File: config.mk
export PLATFORM = sky130hd
export DESIGN_NAME = tick_source_sel
export DESIGN_NICKNAME = d
export VERILOG_FILES = /design/src/rtl/tick_src_pkg.sv /design/src/rtl/tick_src_datapath.sv /design/src/rtl/tick_src_ctrl.sv /design/src/rtl/tick_source_sel.sv
export SDC_FILE = /design/constraint.sdc
export NUM_CORES = 1
export LEC_CHECK = 0
export BUFFER_PORTS_ARGS = -buffer_cell sky130_fd_sc_hd__buf_2
export CELL_PAD_IN_SITES_DETAIL_PLACEMENT = 0
export CELL_PAD_IN_SITES_GLOBAL_PLACEMENT = 1
export CORE_MARGIN = 2
export CORE_UTILIZATION = 36
export CTS_CLUSTER_DIAMETER = 120
export DETAILED_ROUTE_END_ITERATION = 12
export PLACE_DENSITY_LB_ADDON = 0.1
export SLEW_MARGIN = 30
export SYNTH_ARGS = -nofsm -noshare
export SYNTH_HDL_FRONTEND = slang
export SYNTH_SLANG_ARGS = --single-unit
File: constraint.sdc
create_clock -name clk -period 1.2 [get_ports clk]
set_input_delay 0.24 -clock clk [delete_from_list [all_inputs] [get_ports clk]]
set_output_delay 0.24 -clock clk [all_outputs]
set_load 0.02 [all_outputs]
File: src/rtl/tick_src_pkg.sv
package tick_src_pkg;

  localparam int NUM_TAPS = 4;
  // log2 of each prescaler ratio, in the order of select codes 010..101
  localparam int TAP_LOG [NUM_TAPS] = '{3, 6, 8, 10};
  localparam int PRE_W = TAP_LOG[NUM_TAPS-1];
  localparam int SEL_W = 3;

  typedef enum logic [SEL_W-1:0] {
    SEL_STOP     = 3'b000,
    SEL_DIV1     = 3'b001,
    SEL_DIV8     = 3'b010,
    SEL_DIV64    = 3'b011,
    SEL_DIV256   = 3'b100,
    SEL_DIV1024  = 3'b101,
    SEL_PIN_FALL = 3'b110,
    SEL_PIN_RISE = 3'b111
  } clkSel_e;

  typedef struct packed {
    logic [NUM_TAPS-1:0] tap;
    logic                rise;
    logic                fall;
  } srcStrobes_t;

endpackage

File: src/rtl/tick_src_datapath.sv
module tick_src_datapath
  import tick_src_pkg::*;
#(
  parameter int SYNC_STAGES = 2
) (
  input  logic        clk,
  input  logic        rst,
  input  logic        pinIn,
  output srcStrobes_t strobes
);

  localparam int SYNC_MSB = SYNC_STAGES - 1;

  // shared free-running prescaler
  logic [PRE_W-1:0] preCnt;
  always_ff @(posedge clk) begin
    if (rst) preCnt <= '0;
    else     preCnt <= preCnt + PRE_W'(1);
  end

  logic [NUM_TAPS-1:0] tapHit;
  for (genvar g = 0; g < NUM_TAPS; g++) begin : g_tap
    assign tapHit[g] = (preCnt[TAP_LOG[g]-1:0] == '0);
  end

  // pin synchronizer and edge detector
  logic [SYNC_MSB:0] syncReg;
  logic              pinPrev;
  logic              pinSync;

  always_ff @(posedge clk) begin
    if (rst) begin
      syncReg <= '0;
      pinPrev <= 1'b0;
    end else begin
      syncReg <= {syncReg[SYNC_MSB-1:0], pinIn};
      pinPrev <= syncReg[SYNC_MSB];
    end
  end

  assign pinSync = syncReg[SYNC_MSB];

  always_comb begin
    strobes.tap  = tapHit;
    strobes.rise = pinSync & ~pinPrev;
    strobes.fall = ~pinSync & pinPrev;
  end


  rise_single_chk: assert property (@(posedge clk) disable iff (rst)
    strobes.rise |=> !strobes.rise);


  fall_single_chk: assert property (@(posedge clk) disable iff (rst)
    strobes.fall |=> !strobes.fall);

  // a coarser tap only fires together with every finer tap
  for (genvar g = 1; g < NUM_TAPS; g++) begin : g_nest
    tap_nest_chk: assert property (@(posedge clk) disable iff (rst)
      tapHit[g] |-> tapHit[g-1]);
  end

endmodule

File: src/rtl/tick_src_ctrl.sv
module tick_src_ctrl
  import tick_src_pkg::*;
(
  input  logic             clk,
  input  logic             rst,
  input  logic [SEL_W-1:0] selIn,
  input  srcStrobes_t      strobes,
  output logic             tickOut
);

  clkSel_e selMode;
  logic    nextTick;

  assign selMode = clkSel_e'(selIn);

  always_comb begin
    nextTick = 1'b0;
    unique case (selMode)
      SEL_STOP:     nextTick = 1'b0;
      SEL_DIV1:     nextTick = 1'b1;
      SEL_DIV8:     nextTick = strobes.tap[0];
      SEL_DIV64:    nextTick = strobes.tap[1];
      SEL_DIV256:   nextTick = strobes.tap[2];
      SEL_DIV1024:  nextTick = strobes.tap[3];
      SEL_PIN_FALL: nextTick = strobes.fall;
      SEL_PIN_RISE: nextTick = strobes.rise;
      default:      nextTick = 1'b0;
    endcase
  end

  always_ff @(posedge clk) begin
    if (rst) tickOut <= 1'b0;
    else     tickOut <= nextTick;
  end


  reset_low_chk: assert property (@(posedge clk)
    rst |=> !tickOut);


  stop_quiet_chk: assert property (@(posedge clk) disable iff (rst)
    (selIn == SEL_STOP) |=> !tickOut);


  div1_every_chk: assert property (@(posedge clk) disable iff (rst)
    (selIn == SEL_DIV1) |=> tickOut);


  single_pulse_chk: assert property (@(posedge clk) disable iff (rst)
    (tickOut && selIn != SEL_DIV1 && $stable(selIn)) |=> !tickOut);


  div8_follow_chk: assert property (@(posedge clk) disable iff (rst)
    (selIn == SEL_DIV8 && strobes.tap[0]) |=> tickOut);


  wrong_edge_chk: assert property (@(posedge clk) disable iff (rst)
    (selIn == SEL_PIN_FALL && strobes.rise) |=> !tickOut);

endmodule

File: src/rtl/tick_source_sel.sv
module tick_source_sel
  import tick_src_pkg::*;
#(
  parameter int SYNC_STAGES = 2
) (
  input  logic       clk,
  input  logic       rst,
  input  logic [2:0] clkSel,
  input  logic       extPin,
  output logic       tick
);

  srcStrobes_t strobes;

  tick_src_datapath #(.SYNC_STAGES(SYNC_STAGES)) u_datapath (
    .clk     (clk),
    .rst     (rst),
    .pinIn   (extPin),
    .strobes (strobes)
  );

  tick_src_ctrl u_ctrl (
    .clk     (clk),
    .rst     (rst),
    .selIn   (clkSel),
    .strobes (strobes),
    .tickOut (tick)
  );

endmodule

Word level (Yosys, flattened, before mapping). Cells that the tools add are included.

Reductions and logical operators: 5. Equality and inequality tests: 7. Mux-type cells: 1. Bitwise operators: 4. Add/subtract/negate cells: 1.

Operator list (count): 3-bit equality test (second input constant) (4); 10-bit by 1-bit adder with 10-bit output (second input constant) (1); 10-bit zero test (1); 8-bit zero test (1); 1-bit case mux with 8 select lines (1); 3-bit by 2-bit equality test with 1-bit output (second input constant) (2); 3-bit zero test (2); 6-bit zero test (1); 3-bit by 1-bit equality test with 1-bit output (second input constant) (1); 1-bit AND (2); 1-bit NOT (2).

Flip-flop bits (word level): 14. Output and inout bits: 1.

Longest topological paths before layout.
Depth in word-level cells: 3. Depth in mapped cells: 5. Gate-level depth less buffers: 5.

By module. From an unflattened synthesis, not the netlist that was laid out.

Cells, all modules: 71. Area total of the unflattened synthesis: 650.6 um2.

By module, submodules not included: tick_src_datapath (instances 1, area each 564.3 um2, seq. area each 260.2 um2, cells an instance 62); tick_src_ctrl (instances 1, area each 86.3 um2, seq. area each 20.0 um2, cells an instance 9).

Worst setup path after synthesis. Ideal clock, no wire load.

Path kind: register -> register. Start point: reg u_datapath.preCnt[0]. End point: reg u_datapath.preCnt[8]. Buffers on the path: 0. Arrival time: 1.019 ns. Stages on the path, launching flop included: 6. Path slack: 0.054 ns. Required time: 1.072 ns. Cell sequence: dfxtp_1 > ha_1 > nand3_1 > nor3_1 > xnor2_1 > nor2_1.

Cells in the longest elaborated chain, start to end: 1.

Ends and longest elaborated chain: from (decl) (line tick_src_datapath.sv:15) `logic [PRE_W-1:0] preCnt;`; from (signal assigned) (line tick_src_datapath.sv:18) `else preCnt <= preCnt + PRE_W'(1);`; 10-bit by 1-bit adder with 10-bit output (line tick_src_datapath.sv:18).

No other way between the ends. A chain may end at the register's enable or synchronous reset.

Worst setup path in the final report.
Start point: reg u_datapath.preCnt[0]. End point: reg u_datapath.preCnt[6].

The elaborated chain is that of the path after synthesis.

==> results.md <==
* Residual DRC at 0
* XOR/XNOR Fraction of Synth Area at between 10% and 20%
* Post-synthesis compound-gate area fraction at under 10%
* Hold-fix buffers, CTS at 0
* Cells after Synth at 65
* Worst r2r path cells at 5
* Num CTS Buffers at 3
* Fraction of registers with async set/reset at 0%
* Core outline area at roughly 0.0015 mm^2
* Cell variety after synth at 21
* Power per cell area at approximately 1200 mW/mm^2
* Initial antenna violation count at 0
* Final Hold Fails at 0
* Fin Hold WS at about 0.16 ns
* Gpl congestion at 0.695
* Final Max Slew Viols at 0
* Post-synthesis sequential area ratio at between 40% and 50%
* Critical Path Fanout Max at 4
* Layout cells sized above 1 at 36.3%
* Crit Path Class: reg2reg
* Minimum clock period at approximately 1.2 ns
* Top FF cell, synth: dfxtp_1
* Clock buffer depth at 2
* CTS Root Cell: clkbuf_4
* Sinks on the clock net at 14
* Synth-to-Final Area Change at 27.3%
* Final wirelength at 1190 um
* Synth Warn # at 0
* Utilization after layout at 49.9%
* Non-Filler Instances at between 90 and 100
* RSZ-0062 raised after global routing: true
* Startpoint types: flip-flop
* Layout Nets at 89
* FF-to-FF Start: u_datapath.preCnt[0]$_SDFF_PP0_
* # IOs at 7
* Port Buffer Count at 6
* Vias post-DR at roughly 480
* # diodes at 0
* EDFF count, synth at 0
* Status: finished, final reports clean
* ANT nets after route at 0
* TNS Setup at 0 ns
* Critical Path RT at between 1 and 1.5 ns
* Synthesized netlist net count at 73
* Commonest non-fill, non-tap cells in the layout: nor2_1 (11), dfxtp_1 (7), dfxtp_2 (7)
* GRT Total Usage at ~14%
* Post-synthesis mux area share at 0%
* Number of global-route vias before repair at 480
* Type of the most critical hold path: in2reg
* Pin count of the biggest net entering global routing at 15
* DIE WIDTH at about 45 um
* Largest family of logic cells by synthesized area: simple AND/OR/NAND/NOR gates
* Post-synthesis adder-cell area fraction at a little over 4%
* Period utilization at between 90% and 100%
* Synthesized area at approximately 600 um^2
* Crit end category: flip-flop
* #FFs+latches synth at 14
* Most common cell after layout, fill and taps aside: nor2_1
* Placed Instances at 92
* Layout fillers at approximately 150
* WL/cell at about 12 um
* DR iter-0 viols at 4
* Skew final at ~0.0077 ns
* CP arrival at 1.33 ns
* Row Count at 14
* Max-slew headroom at between 80% and 90%
* Grt ovf at 0
* Tot Pwr at 0.919 mW
* F_max at just under 900 MHz
* Vias per cell at 5.03
* Final setup viols at 0
* WHS Endpoint: u_datapath.syncReg[0]$_SDFF_PP0_
* DIE AREA at 0.00202 mm^2
* Initial Utilization at 39.2%
* Worst R2R Setup Slack at between 0.04 and 0.05 ns
* Total leakage power at 0.304 nW
* Worst skew pair latency at between 0.2 and 0.3 ns
* Hold Path Stages at 2
* Hold Startpoint: extPin
* CTS tree: built
* Post-Synth Simple-Gate Area at around a quarter
* Maxcap violations at 0
* Die Y at 45.0 um
* Worst-path clk slew at approximately 0.090 ns
* Peak VDD IR at 0.660 mV
* Mean Syn Cell Area at a little over 9 um^2
* Initial DRT Pass Iterations at 4
* Slew of the pin with the lowest slew margin at approximately 0.27 ns
* Reg2reg end: u_datapath.preCnt[6]$_SDFF_PP0_
* First-pass GRT wire length at about 1900 um
* H-tree Lvls at 1
==> worst max-delay path, cell delays in order, from the launching register on <==
cell	delay (ns)
dfxtp_2	0.34
ha_1	0.23
and3_4	0.19
nand3_1	0.09
xor2_1	0.14
nor2_1	0.05
==> cell usage after synthesis (all sizes together) (2+ instances only) <==
cell / number / share of area [%]
nor2: 11 / 6.8
nor3: 3 / 2.5
nor2b: 4 / 4.1
nand3: 4 / 3.3
nand4: 2 / 2.1
ha: 2 / 4.1
dfxtp: 14 / 46
inv: 5 / 3.1
a211oi: 2 / 2.5
xnor2: 6 / 8.7
xor2: 2 / 2.9
==> per-stage QoR <==
step | cell area, um^2 | worst slack (ns)
global route | 769 | -0.0759
detailed placement | 696 | 0.0192
finish | 769 | 0.0442
CTS | 733 | 0.0113
floorplan | 604 | 0.0539
global placement | 696 | 0.0168
==> state kept, by name, summed over array words and instances, names as in the netlist <==
| name | cells |
|---|---|
| u_datapath.syncReg | 2 |
| u_ctrl.tickOut | 1 |
| u_datapath.pinPrev | 1 |
| u_datapath.preCnt | 10 |
==> cells by family after synthesis <==
group           count (synthesis)
compound gates                  6
xor+xnor                        8
simple gates                   29
fa+ha+maj                       2
flops                          14
buf+inv                         6
==> timing repair <==
item	in CTS	in global routing
setup buffers	0	0
resized for setup	1	11
endpoints found under the setup margin	1	5
pin swaps	0	2
==> how the worst max path moves through the flow <==
| stage | cells after the start | startpoint | slack (ns) | endpoint |
|---|---|---|---|---|
| 3_5_place_dp | 5 | u_datapath.preCnt[0]$_SDFF_PP0_ | 0.02 | u_datapath.preCnt[8]$_SDFF_PP0_ |
| 3_3_place_gp | 5 | u_datapath.preCnt[0]$_SDFF_PP0_ | 0.02 | u_datapath.preCnt[6]$_SDFF_PP0_ |
| 4_1_cts | 5 | u_datapath.preCnt[1]$_SDFF_PP0_ | 0.01 | u_datapath.preCnt[8]$_SDFF_PP0_ |
| 5_1_grt | 5 | u_datapath.preCnt[0]$_SDFF_PP0_ | -0.08 | u_datapath.preCnt[6]$_SDFF_PP0_ |
| 6_report | 5 | u_datapath.preCnt[0]$_SDFF_PP0_ | 0.04 | u_datapath.preCnt[6]$_SDFF_PP0_ |
| 2_1_floorplan | 5 | u_datapath.preCnt[0]$_SDFF_PP0_ | 0.05 | u_datapath.preCnt[8]$_SDFF_PP0_ |
==> metal layers <==
layer | up-vias | routed length (um) | global-route usage (%)
met5 | - | 0 | 0
met2 | 9 | 589 | 23.4
met3 | 4 | 51 | 6.00
li1 | 251 | - | -
met1 | 219 | 524 | 14.0
met4 | 0 | 21 | 6.47
==> power breakdown <==
part	switching [mW]	total (mW)	leakage [nW]	internal (mW)
clock network	0.157	0.341	0.0210	0.185
logic	0.0418	0.0830	0.166	0.0413
registers	0.0123	0.494	0.117	0.482
total	0.211	0.919	0.304	0.708
==> final cells by class <==
class                   instances  area [um^2]  area share [%]
clock buffers                   4         36.3            4.72
inverters                       5         18.8            2.44
multi-input cells              45          330            42.9
flip-flops and latches         14          289            37.6
well taps                      16         20.0            2.60
repair buffers                 12         75.1            9.76
(Power assumes the default switching activity.)
